`config.mk`:
```
export PLATFORM = sky130hd
export DESIGN_NAME = raster_timing_gen
export DESIGN_NICKNAME = d
export VERILOG_FILES = /design/src/rtl/rtg_pkg.sv /design/src/rtl/rtg_edge_detect.sv /design/src/rtl/rtg_window.sv /design/src/rtl/rtg_counters.sv /design/src/rtl/raster_timing_gen.sv
export SDC_FILE = /design/constraint.sdc
export NUM_CORES = 1
export LEC_CHECK = 0
export BUFFER_PORTS_ARGS = -buffer_cell sky130_fd_sc_hd__buf_2
export CORE_ASPECT_RATIO = 0.9
export CORE_MARGIN = 4
export CORE_UTILIZATION = 45
export CTS_CLUSTER_SIZE = 16
export DETAILED_ROUTE_END_ITERATION = 7
export PLACE_DENSITY = 0.78
export SLEW_MARGIN = 20
export SYNTH_ARGS = -nofsm -noshare
export SYNTH_HDL_FRONTEND = slang
export SYNTH_SLANG_ARGS = --single-unit
```
`constraint.sdc`:
```
create_clock -name clk -period 8.7 [get_ports clk]
set_input_delay 0.87 -clock clk [delete_from_list [all_inputs] [get_ports clk]]
set_output_delay 0.87 -clock clk [all_outputs]
set_load 0.005 [all_outputs]
```
`src/rtl/rtg_pkg.sv`:
```
`timescale 1ns/1ps
package rtg_pkg;
  // Window slots, one per comparison pair on each axis.
  localparam int WIN_SYNC  = 0;
  localparam int WIN_BLANK = 1;
  localparam int WIN_CAP   = 2;
  localparam int WIN_BORD  = 3;
  localparam int NUM_WIN   = 4;

  // Map an "active" condition onto a pin level for a given polarity bit.
  function automatic logic pin_level(input logic pol, input logic active);
    return pol ? active : ~active;
  endfunction
endpackage

```
`src/rtl/rtg_edge_detect.sv`:
```
`timescale 1ns/1ps
module rtg_edge_detect (
  input  logic clk,
  input  logic rst,
  input  logic sig,
  input  logic pol,
  output logic lead
);
  logic act_s1, act_s2;

  always_ff @(posedge clk) begin
    if (rst) begin
      act_s1 <= 1'b0;
      act_s2 <= 1'b0;
    end else begin
      act_s1 <= pol ? sig : ~sig;
      act_s2 <= act_s1;
    end
  end

  assign lead = act_s1 & ~act_s2;
endmodule

```
`src/rtl/rtg_window.sv`:
```
`timescale 1ns/1ps
module rtg_window #(
  parameter int W = 11
) (
  input  logic         clk,
  input  logic         rst,
  input  logic [W-1:0] cnt,
  input  logic [W-1:0] first,
  input  logic [W-1:0] last,
  output logic         act_next
);
  logic act_q;

  // End match wins, so start == end yields an empty window.
  always_comb begin
    if (cnt == last)       act_next = 1'b0;
    else if (cnt == first) act_next = 1'b1;
    else                   act_next = act_q;
  end

  always_ff @(posedge clk) begin
    if (rst) act_q <= 1'b0;
    else     act_q <= act_next;
  end
endmodule

```
`src/rtl/rtg_counters.sv`:
```
`timescale 1ns/1ps
module rtg_counters #(
  parameter int HW = 11,
  parameter int VW = 10
) (
  input  logic          clk,
  input  logic          rst,
  input  logic          h_lead,
  input  logic          v_lead,
  input  logic [HW-1:0] htotal,
  output logic [HW-1:0] hcnt,
  output logic [VW-1:0] vcnt,
  output logic [VW:0]   vtotal
);
  logic line_start;
  logic v_pend;
  logic frame_go;

  // >= keeps the counter bounded when the total shrinks mid-line.
  assign line_start = h_lead | (hcnt >= (htotal - 1'b1));
  assign frame_go   = v_pend | v_lead;

  always_ff @(posedge clk) begin
    if (rst) begin
      hcnt <= '0;
    end else if (line_start) begin
      hcnt <= '0;
    end else begin
      hcnt <= hcnt + 1'b1;
    end
  end

  always_ff @(posedge clk) begin
    if (rst) begin
      v_pend <= 1'b0;
    end else if (line_start) begin
      v_pend <= 1'b0;
    end else if (v_lead) begin
      v_pend <= 1'b1;
    end
  end

  always_ff @(posedge clk) begin
    if (rst) begin
      vcnt   <= '0;
      vtotal <= '0;
    end else if (line_start) begin
      if (frame_go) begin
        vtotal <= {1'b0, vcnt} + 1'b1;
        vcnt   <= '0;
      end else if (vcnt != '1) begin
        vcnt <= vcnt + 1'b1;
      end
    end
  end
endmodule

```
`src/rtl/raster_timing_gen.sv`:
```
`timescale 1ns/1ps
module raster_timing_gen #(
  parameter int HW         = 11,
  parameter int VW         = 10,
  parameter int CW         = 24,
  parameter int HDEF_TOTAL = 780
) (
  input  logic          clk,
  input  logic          rst,
  input  logic          in_hsync,
  input  logic          in_vsync,
  input  logic          in_hs_pol,
  input  logic          in_vs_pol,
  input  logic          soft_timing,
  input  logic [HW-4:0] htot_hi,
  input  logic [1:0]    htot_lo,
  input  logic [HW-1:0] h_sync_start,
  input  logic [HW-1:0] h_sync_end,
  input  logic [HW-1:0] h_blank_start,
  input  logic [HW-1:0] h_blank_end,
  input  logic [HW-1:0] h_cap_start,
  input  logic [HW-1:0] h_cap_end,
  input  logic [HW-1:0] h_bord_start,
  input  logic [HW-1:0] h_bord_end,
  input  logic [VW-1:0] v_sync_start,
  input  logic [VW-1:0] v_sync_end,
  input  logic [VW-1:0] v_blank_start,
  input  logic [VW-1:0] v_blank_end,
  input  logic [VW-1:0] v_cap_start,
  input  logic [VW-1:0] v_cap_end,
  input  logic [VW-1:0] v_bord_start,
  input  logic [VW-1:0] v_bord_end,
  input  logic          out_hs_pol,
  input  logic          out_vs_pol,
  input  logic [CW-1:0] border_rgb,
  output logic          out_hsync,
  output logic          out_vsync,
  output logic          out_blank,
  output logic          out_de,
  output logic          out_border,
  output logic [CW-1:0] out_border_rgb,
  output logic [HW-1:0] h_count,
  output logic [VW-1:0] v_count,
  output logic [VW:0]   v_total
);
  import rtg_pkg::*;

  localparam logic [HW-1:0] HDEF = HW'(HDEF_TOTAL);

  logic          h_lead, v_lead;
  logic [HW-1:0] htotal_eff;
  logic [HW-1:0] hcnt;
  logic [VW-1:0] vcnt;

  logic [HW-1:0] h_first [NUM_WIN];
  logic [HW-1:0] h_last  [NUM_WIN];
  logic [VW-1:0] v_first [NUM_WIN];
  logic [VW-1:0] v_last  [NUM_WIN];
  logic [NUM_WIN-1:0] h_act, v_act;

  logic blank_n, de_n, bord_n;

  assign htotal_eff = soft_timing ? {htot_hi, htot_lo, 1'b0} : HDEF;

  rtg_edge_detect u_hedge (
    .clk(clk), .rst(rst), .sig(in_hsync), .pol(in_hs_pol), .lead(h_lead)
  );

  rtg_edge_detect u_vedge (
    .clk(clk), .rst(rst), .sig(in_vsync), .pol(in_vs_pol), .lead(v_lead)
  );

  rtg_counters #(.HW(HW), .VW(VW)) u_cnt (
    .clk(clk), .rst(rst), .h_lead(h_lead), .v_lead(v_lead),
    .htotal(htotal_eff), .hcnt(hcnt), .vcnt(vcnt), .vtotal(v_total)
  );

  assign h_first[WIN_SYNC]  = h_sync_start;
  assign h_last [WIN_SYNC]  = h_sync_end;
  assign h_first[WIN_BLANK] = h_blank_start;
  assign h_last [WIN_BLANK] = h_blank_end;
  assign h_first[WIN_CAP]   = h_cap_start;
  assign h_last [WIN_CAP]   = h_cap_end;
  assign h_first[WIN_BORD]  = h_bord_start;
  assign h_last [WIN_BORD]  = h_bord_end;

  assign v_first[WIN_SYNC]  = v_sync_start;
  assign v_last [WIN_SYNC]  = v_sync_end;
  assign v_first[WIN_BLANK] = v_blank_start;
  assign v_last [WIN_BLANK] = v_blank_end;
  assign v_first[WIN_CAP]   = v_cap_start;
  assign v_last [WIN_CAP]   = v_cap_end;
  assign v_first[WIN_BORD]  = v_bord_start;
  assign v_last [WIN_BORD]  = v_bord_end;

  for (genvar gi = 0; gi < NUM_WIN; gi++) begin : g_win
    rtg_window #(.W(HW)) u_hwin (
      .clk(clk), .rst(rst), .cnt(hcnt),
      .first(h_first[gi]), .last(h_last[gi]), .act_next(h_act[gi])
    );
    rtg_window #(.W(VW)) u_vwin (
      .clk(clk), .rst(rst), .cnt(vcnt),
      .first(v_first[gi]), .last(v_last[gi]), .act_next(v_act[gi])
    );
  end

  always_comb begin
    blank_n = h_act[WIN_BLANK] | v_act[WIN_BLANK];
    de_n    = ~blank_n & h_act[WIN_CAP] & v_act[WIN_CAP];
    bord_n  = ~blank_n & ~de_n & h_act[WIN_BORD] & v_act[WIN_BORD];
  end

  // Output register stage: aligned with the counter copies.
  always_ff @(posedge clk) begin
    if (rst) begin
      h_count        <= '0;
      v_count        <= '0;
      out_hsync      <= ~out_hs_pol;
      out_vsync      <= ~out_vs_pol;
      out_blank      <= 1'b0;
      out_de         <= 1'b0;
      out_border     <= 1'b0;
      out_border_rgb <= '0;
    end else begin
      h_count        <= hcnt;
      v_count        <= vcnt;
      out_hsync      <= pin_level(out_hs_pol, h_act[WIN_SYNC]);
      out_vsync      <= pin_level(out_vs_pol, v_act[WIN_SYNC]);
      out_blank      <= blank_n;
      out_de         <= de_n;
      out_border     <= bord_n;
      out_border_rgb <= (bord_n && soft_timing) ? border_rgb : '0;
    end
  end
endmodule

```
# [Word level (Yosys, flattened, before mapping)]
# Index checks and enable logic that the tools add are counted.
[totals] wordCells=98 register_bits=95 output_inout_bits=61
[op_classes] n_addsub=4 reduce_logical=6 n_mux=25 n_eq_ne=17 n_bitwise=21 magnitude_cmp=1
[op_table] cell="== test 11 bit" count=8
[op_table] cell="== test 10 bit" count=8
[op_table] cell="2-to-1 mux 1 bit" count=22
[op_table] cell="2-to-1 mux 10 bit" count=2
[op_table] cell="adder 10 x 1 -> 11 bit (second input constant)" count=1
[op_table] cell="adder 11 x 1 -> 11 bit (second input constant)" count=1
[op_table] cell=">= comparator 11 bit" count=1
[op_table] cell="2-to-1 mux 11 bit" count=1
[op_table] cell="NOT 1 bit" count=11
[op_table] cell="subtractor 11 x 1 -> 11 bit (second input constant)" count=1
[op_table] cell="adder 10 x 1 -> 10 bit (second input constant)" count=1
[op_table] cell="inequality test 10 bit (second input constant)" count=1
[op_table] cell="AND 1 bit" count=7
[op_table] cell="AND reduction 2 bit" count=2
[op_table] cell="OR reduction 2 bit" count=2
[op_table] cell="bitwise OR 1 bit" count=3
[op_table] cell="nonzero test 2 bit" count=1
[op_table] cell="logical AND 1 bit" count=1

# [Depth between registers and ports, before layout]
# Gate-level depths: netlist of run 1.
[depth] word_depth=14 mapped_depth=15 mapped_depth_nobuf=13

# [Modules after synthesis]
# A second synthesis of run 1 with hierarchy kept.
[unflattened] hier_cells=622 hier_area_um2=5885.6
[modules_own_cells] mod="rtg_counters" seq_area_each_um2=660.6 cells_per_inst=213 area_each_um2=1884.3 n_inst=1
[modules_own_cells] mod="raster_timing_gen" seq_area_each_um2=1001.0 cells_per_inst=149 area_each_um2=1659.1 n_inst=1
[modules_own_cells] mod="rtg_window (g_win[0].u_hwin ...)" seq_area_each_um2=20.0 cells_per_inst=33 area_each_um2=285.3 n_inst=4
[modules_own_cells] mod="rtg_window (g_win[0].u_vwin ...)" seq_area_each_um2=20.0 cells_per_inst=29 area_each_um2=267.8 n_inst=4
[modules_own_cells] mod="rtg_edge_detect" seq_area_each_um2=40.0 cells_per_inst=6 area_each_um2=65.1 n_inst=2

# [Worst setup path before layout of run 1]
# No wires, ideal clock.
[synth_path] kind="input port to flip-flop" start="input soft_timing" end="register u_cnt.vcnt[9]" setup_slack_ns=4.715 setup_ns=0.114 stages=15 t_arrival_ns=3.871 path_cell_list="clkbuf_1 nor2b_1 ha_1 nand2_1 or4b_2 nor3_1 xnor2_1 and2_1 ha_1 nor2b_1 o21ai_0 o211a_1 clkbuf_1 a2111oi_0 a21o_1"
[synth_between] elab_chain_len=5
[synth_rtl] element="start: declaration" line="raster_timing_gen.sv:14" source="input logic soft_timing,"
[synth_rtl] element="2-to-1 mux 11 bit" line="raster_timing_gen.sv:63" source="assign htotal_eff = soft_timing ? {htot_hi, htot_lo, 1'b0} : HDEF;"
[synth_rtl] element="subtractor 11 x 1 -> 11 bit" line="rtg_counters.sv:20" source="assign line_start = h_lead | (hcnt >= (htotal - 1'b1));"
[synth_rtl] element=">= comparator 11 bit" line="rtg_counters.sv:20"
[synth_rtl] element="bitwise OR 1 bit" line="rtg_counters.sv:20"
[synth_rtl] element="AND reduction 2 bit (no line)"
[synth_rtl] element="end signal: assignment" line="rtg_counters.sv:52" source="vcnt <= vcnt + 1'b1;"
[synth_rtl] element="end: declaration" line="rtg_counters.sv:12" source="output logic [VW-1:0] vcnt,"
# No other way between the ends.
# A chain may end at the register's enable or synchronous reset.

# [Worst setup path in the final report of run 1]
[layout_path] start="input soft_timing" end="register u_cnt.vcnt[3]"
# The elaborated chain is that of the path after synthesis.

==> results of run 1 <==
==> state kept, by name, indices dropped and copies added, names as in the netlist <==
| name | count |
|---|---|
| out_vsync | 1 |
| out_de | 1 |
| g_win.u_hwin.act_q | 4 |
| u_hedge.act_s1 | 1 |
| u_hedge.act_s2 | 1 |
| u_cnt.hcnt | 11 |
| out_border | 1 |
| u_vedge.act_s2 | 1 |
| u_cnt.vtotal | 11 |
| out_border_rgb | 24 |
| out_hsync | 1 |
| u_cnt.vcnt | 10 |
| out_blank | 1 |
| u_vedge.act_s1 | 1 |
| h_count | 11 |
| u_cnt.v_pend | 1 |
| v_count | 10 |
| g_win.u_vwin.act_q | 4 |
==> metal layers <==
layer / GRT usage, % / up-vias / share of wire [%]
li1: - / 2553 / -
met1: 28.07 / 2390 / 41
met2: 39.56 / 224 / 48
met3: 6.716 / 20 / 8.8
met4: 6.076 / 0 / 1.3
met5: 0 / - / 0
==> worst min-delay path by stage <==
stage                      from               end  slack (ns)  cells after the start
6_report         u_hedge.act_s1    u_hedge.act_s2        0.47                      1
5_1_grt        u_cnt.vtotal[10]  u_cnt.vtotal[10]        0.51                      2
4_1_cts          u_hedge.act_s1    u_hedge.act_s2        0.48                      1
3_5_place_dp     u_hedge.act_s1    u_hedge.act_s2        0.46                      1
3_3_place_gp     u_hedge.act_s1    u_hedge.act_s2        0.45                      1
2_1_floorplan    u_hedge.act_s1    u_hedge.act_s2        0.44                      1
==> cell type report <==
type | instances | share of cell area [%]
flip-flops and latches | 95 | 26.11
well taps | 160 | 2.748
clock inverters | 6 | 1.340
clock buffers | 10 | 3.143
repair buffers | 275 | 19.03
inverters | 8 | 0.4122
multi-input cells | 466 | 47.22
==> power groups by stage <==
stage	sequential, W	clock (W)	combinational [W]
after floorplan	0.000457	0	0.0000847
after global placement	0.000463	0	0.000148
after detailed placement	0.000463	0	0.000151
after CTS	0.000453	0.000441	0.000152
after global routing	0.000454	0.000457	0.000169
final	0.000453	0.000429	0.000152
==> cells in the mapped netlist (all sizes together) <==
cell	number
a2111oi	2
a211o	1
a211oi	10
a21o	3
a21oi	24
a311oi	1
a31o	1
a31oi	4
a41oi	6
and2	25
and3	4
buf	30
clkbuf	10
dfxtp	95
ha	13
inv	8
nand2	15
nand2b	4
nand3	15
nand4	14
nand4b	1
nor2	27
nor2b	26
nor3	18
nor4	24
o211a	1
o211ai	1
o21ai	15
o221a	1
o221ai	1
o2bb2ai	2
o41ai	4
or2	3
or3	1
or3b	1
or4	1
or4b	1
xnor2	75
xor2	121
==> metrics by stage <==
stage               instance area, sq um  setup WS [ns]  utilization (%)
floorplan                           5649          4.715                -
global placement                    6950          4.332            57.10
detailed placement                  6950          4.165            57.10
CTS                                 7277          4.526            59.79
global route                        7284          4.272            59.85
finish                              7284          4.546            59.85
==> logic make-up (layout without fill, tap and decap cells) <==
family	Yosys count	in the layout	share of synthesized area [%]
AOI/OAI and AO/OA	77	77	9.457
DFF	95	95	33.67
buffers and inverters	48	299	5.449
and+or+nand+nor	180	180	18.16
xor gates and xnor gates	196	196	30.39
adders and majority gates	13	13	2.879
==> flow_summary.ini, run 1 <==
[outcome]
outcome = finished, final reports clean

[placement]
port_buffers = 271
dpl.cell_count = 1003
hpwl_microns = 13120
place_congestion = 0.8531

[floorplan]
row_count = 38
start_util_pct = 46.41
die-area_sq_mm = 0.01441
die_h_microns = 114.3
die_w_microns = 126.1
core_area_sq_mm = 0.01217
ioPinCount = 272

[global_route]
track_usage_pct = 22.91
grt_pass1_vias = 5304
grt_max_degree = 56
grt_pass1_wl_microns = 26440
antenna_found_initial = 0
grt_overflow = 0

[timing]
slew_headroom_pct = 43.70
rsz0062_at_grt = false
clock.fmax_mhz = 240.8
hold_ws_ns = 0.4750
worst-slew-pin-transition_ns = 0.8433
min_period_ns = 4.154
fin_tns_setup_ns = 0
hold_violations = 0
fin_worst_skew_ns = 0.01169
drv_slew = 0
final.period_utilization_pct = 47.74
setup_violations = 0

[final_layout]
layout_commonest_cell = buf_2
nets = 1079
multi_input_area_sq_mm = 0.003440
seq_area_sq_mm = 0.001902
layout-area-overhead-vs-synth_pct = 28.95
drive_gt1_share_pct = 35.35
n_antenna_cell = 0
fin_cells = 1020
mostFrequentLayoutCells = 271 x buf_2, 121 x xor2_1, 95 x dfxtp_1, 75 x xnor2_1, 27 x nor2_1
nFillCells = 1102

[cts]
cts_tree = yes
clockBufferDepth = 2
cts_buffers = 9
cts.sinks = 95
cts_resized = 0
cts.clk_slew.worst_paths_ns = 0.07
hold_buffers = 0
htreeDepth = 3
cts_setup_buffers = 0
insertion_delay_ns = 0.34
cts_root_buffer = clkbuf_16

[worst_setup_path]
critPathCapture = u_cnt.vcnt[3]
crit_cells = 13
worstReg2RegEnd = u_cnt.vcnt[3]
cp.arrival_ns = 4.39
reg2reg_from = u_cnt.hcnt[1]
path_class = in2reg
path_delay_family = simple AND/OR/NAND/NOR gates
crit_path_start_kind = input port
crit_required_ns = 8.93
path_common_cell = ha_1
setup.worst_path.start = soft_timing
worstSetupEndpointType = flop
rrSetupSlack_ns = 5.72
path_cells = buf_2 -> nor2b_1 -> ha_1 -> nand2_1 -> or4b_2 -> nor3_1 -> xnor2_1 -> and2_1 -> ha_1 -> nand4_1 -> o211ai_2 -> nand3_1 -> o41ai_1
cp_slowest_stage_delay_ns = 0.65
critical-path-slowest-cell = or4b_2
path_buf_inv = 1
crit_fanout = 14
reg2regPathDepth = 7

[synth]
synth_area_sq_mm = 0.005649
synth_largest_area_cell = dfxtp_1
synth_fp_nets = 833
synth.top_cell.area_share_pct = 33.67
synth.yosys.seq_area_share_pct = 33.67
synthTopCellsByArea = dfxtp_1 34%, xor2_1 19%, xnor2_1 12%
ys_types = 48
ys_warn_count = 0
synthCells = 609
synth.avg_cell_area_sq_um = 9.276
synth-seq-cells = 95

[pwr]
p_per_area_mw_per_mm2 = 142.0
combPwrFrac_pct = 14.7
pwr-share-seq_pct = 43.8
intPower_w = 0.0007781
leakage_nw = 3.512
vdd_drop_max_uv = 91.56
p_total_w = 0.001034
clockPowerShare_pct = 41.5
p_switching_w = 0.0002560
swShare_pct = 24.75

[route]
post_drt_wl_per_cell_microns = 16.70
avgViaCountPerCell = 5.085
wl_microns = 17040
dr.pass1.iters = 5
drt-initial-drc-count = 287
drc = 0
ant_nets = 0
vias = 5187

[min_path]
hold_path.class = reg2reg

[run]
drv_cap = 0
Note: power is estimated with default switching activity, not from simulation.
==> inputs of run 2 (changes only) <==
--- a/config.mk
+++ b/config.mk
@@ -8,7 +8,7 @@
 export BUFFER_PORTS_ARGS = -buffer_cell sky130_fd_sc_hd__buf_2
 export CORE_ASPECT_RATIO = 0.9
 export CORE_MARGIN = 4
-export CORE_UTILIZATION = 45
+export CORE_UTILIZATION = 43
 export CTS_CLUSTER_SIZE = 16
 export DETAILED_ROUTE_END_ITERATION = 7
 export PLACE_DENSITY = 0.78
==> constraint.sdc (replaced) <==
create_clock -name clk -period 3.53 [get_ports clk]
set_input_delay 0.353 -clock clk [delete_from_list [all_inputs] [get_ports clk]]
set_output_delay 0.353 -clock clk [all_outputs]
set_load 0.005 [all_outputs]
==> run 2 against run 1 <==
Net effect: core utilization is 1.9 points lower; sequential power grew 150%; die area grew 4.3%; critical endpoint is now u_cnt.vtotal[0]; highest routed layer unchanged.
==> flow_summary.ini, run 2 (synthesis results as in run 1) <==
[cts]
cts.clk_slew.worst_paths_ns = 0.07
clockBufferDepth = 2
insertion_delay_ns = 0.33
cts_setup_buffers = 0
cts_root_buffer = clkbuf_16
cts_buffers = 9
cts_resized = 0
cts.sinks = 95
htreeDepth = 3
cts_tree = yes
hold_buffers = 0

[timing]
setup_violations = 0
worst_slack_ns = 0.3254
hold_violations = 0
rsz0062_at_grt = false
clock.fmax_mhz = 312.1
drv_slew = 0
fin_tns_setup_ns = 0
slew_headroom_pct = 43.84
worst-slew-pin-transition_ns = 0.8412
fin_worst_skew_ns = 0.009984
min_period_ns = 3.205
final.period_utilization_pct = 90.78

[global_route]
grt_pass1_wl_microns = 25850
antenna_found_initial = 0
track_usage_pct = 21.95
grt_pass1_vias = 5143
grt_max_degree = 35
grt_overflow = 0

[outcome]
outcome = finished, final reports clean

[min_path]
hold_depth = 2
hold_path.class = in2reg

[run]
drv_cap = 0

[final_layout]
drive_gt1_share_pct = 36.93
fin_cells = 1044
n_antenna_cell = 0
layout_commonest_cell = buf_2
largest-register = out_border_rgb
largest_reg_flops = 24
nets = 1099
layout-area-overhead-vs-synth_pct = 31.10
mostFrequentLayoutCells = 271 x buf_2, 121 x xor2_1, 95 x dfxtp_1, 75 x xnor2_1, 27 x nor2_1

[route]
drt-initial-drc-count = 224
drc = 0
ant_nets = 0
wl_microns = 17440
avgViaCountPerCell = 4.979
post_drt_wl_per_cell_microns = 16.71
dr.pass1.iters = 4
vias = 5198

[pwr]
leakage_nw = 3.596
p_per_area_mw_per_mm2 = 330.3
vdd_drop_max_uv = 202.1
p_total_w = 0.002446

[worst_setup_path]
worstSetupEndpointType = flop
reg2regPathDepth = 6
critical-path-slowest-cell = or4b_2
cp.arrival_ns = 3.45
path_class = in2reg
crit_cells = 15
path_buf_inv = 2
path_delay_family = simple AND/OR/NAND/NOR gates
crit_path_start_kind = input port
path_cells = buf_2 -> nor2b_1 -> ha_1 -> nand2_1 -> or4b_2 -> nor3_1 -> xnor2_1 -> and2_1 -> ha_1 -> nor2b_1 -> o21ai_0 -> o211a_1 -> nor2_1 -> buf_4 -> a211oi_1
crit_fanout = 9
crit_required_ns = 3.78
cp_slowest_stage_delay_ns = 0.64

[floorplan]
die_h_microns = 116.7
die-area_sq_mm = 0.01504
start_util_pct = 44.19
ioPinCount = 272
row_count = 39
core_area_sq_mm = 0.01278
die_w_microns = 128.8

[placement]
hpwl_microns = 13900
place_congestion = 0.8672
dp_slack_ns = -0.005894
port_buffers = 271
dpl.cell_count = 1028
-- run 2: cell types whose count changed in the layout (fill, tap and decap cells not counted), sizes merged --
| cell | before | now |
|---|---|---|
| clkinv | 1 | 2 |
| clkinvlp | 0 | 2 |
| bufinv | 2 | 0 |
| buf | 275 | 295 |
| clkbuf | 10 | 9 |
-- run 2: final cells by class --
type | count | area (sq um)
clock inverter | 7 | 67.56
tap | 164 | 205.2
multi-input combinational | 466 | 3440
inverter | 8 | 30.03
timing repair buffer | 295 | 1536
fill | 1168 | 5379
clock buffer | 9 | 225.2
sequential | 95 | 1902
-- run 2: final timing paths --
| kind | slack (ns) | endpoint | startpoint |
|---|---|---|---|
| hold / removal | 0.21 | out_hsync | out_hs_pol |
| setup reg to reg | 0.98 | u_cnt.vcnt[6] | u_cnt.vcnt[0] |
| hold reg to reg | 0.47 | u_hedge.act_s2 | u_hedge.act_s1 |
| setup / recovery | 0.33 | u_cnt.vtotal[0] | soft_timing |
-- run 2: report_power, final --
group	switching (W)	leakage [nW]	internal, W
Clock	0.000449	0.139	0.000495
Combinational	0.000191	2.69	0.000204
Sequential	0.0000184	0.768	0.00109
-- run 2: per-stage QoR --
step / util, % / hold WS, ns / instance area, sq um
floorplan: - / 0.4384 / 5649
CTS: 57.93 / 0.1978 / 7406
global placement: 55.64 / 0.4484 / 7113
global route: 57.93 / 0.1939 / 7406
detailed placement: 55.64 / 0.4628 / 7113
finish: 57.93 / 0.2124 / 7406
-- run 2: routing by layer --
layer  vias to the layer above  global-route usage (%)  share of wire, %
li1                       2590                       -                 -
met4                         0                   4.409              0.61
met2                       230                   40.99                51
met1                      2370                   24.56                39
met3                         8                   6.996               9.6
met5                         -                       0                 0
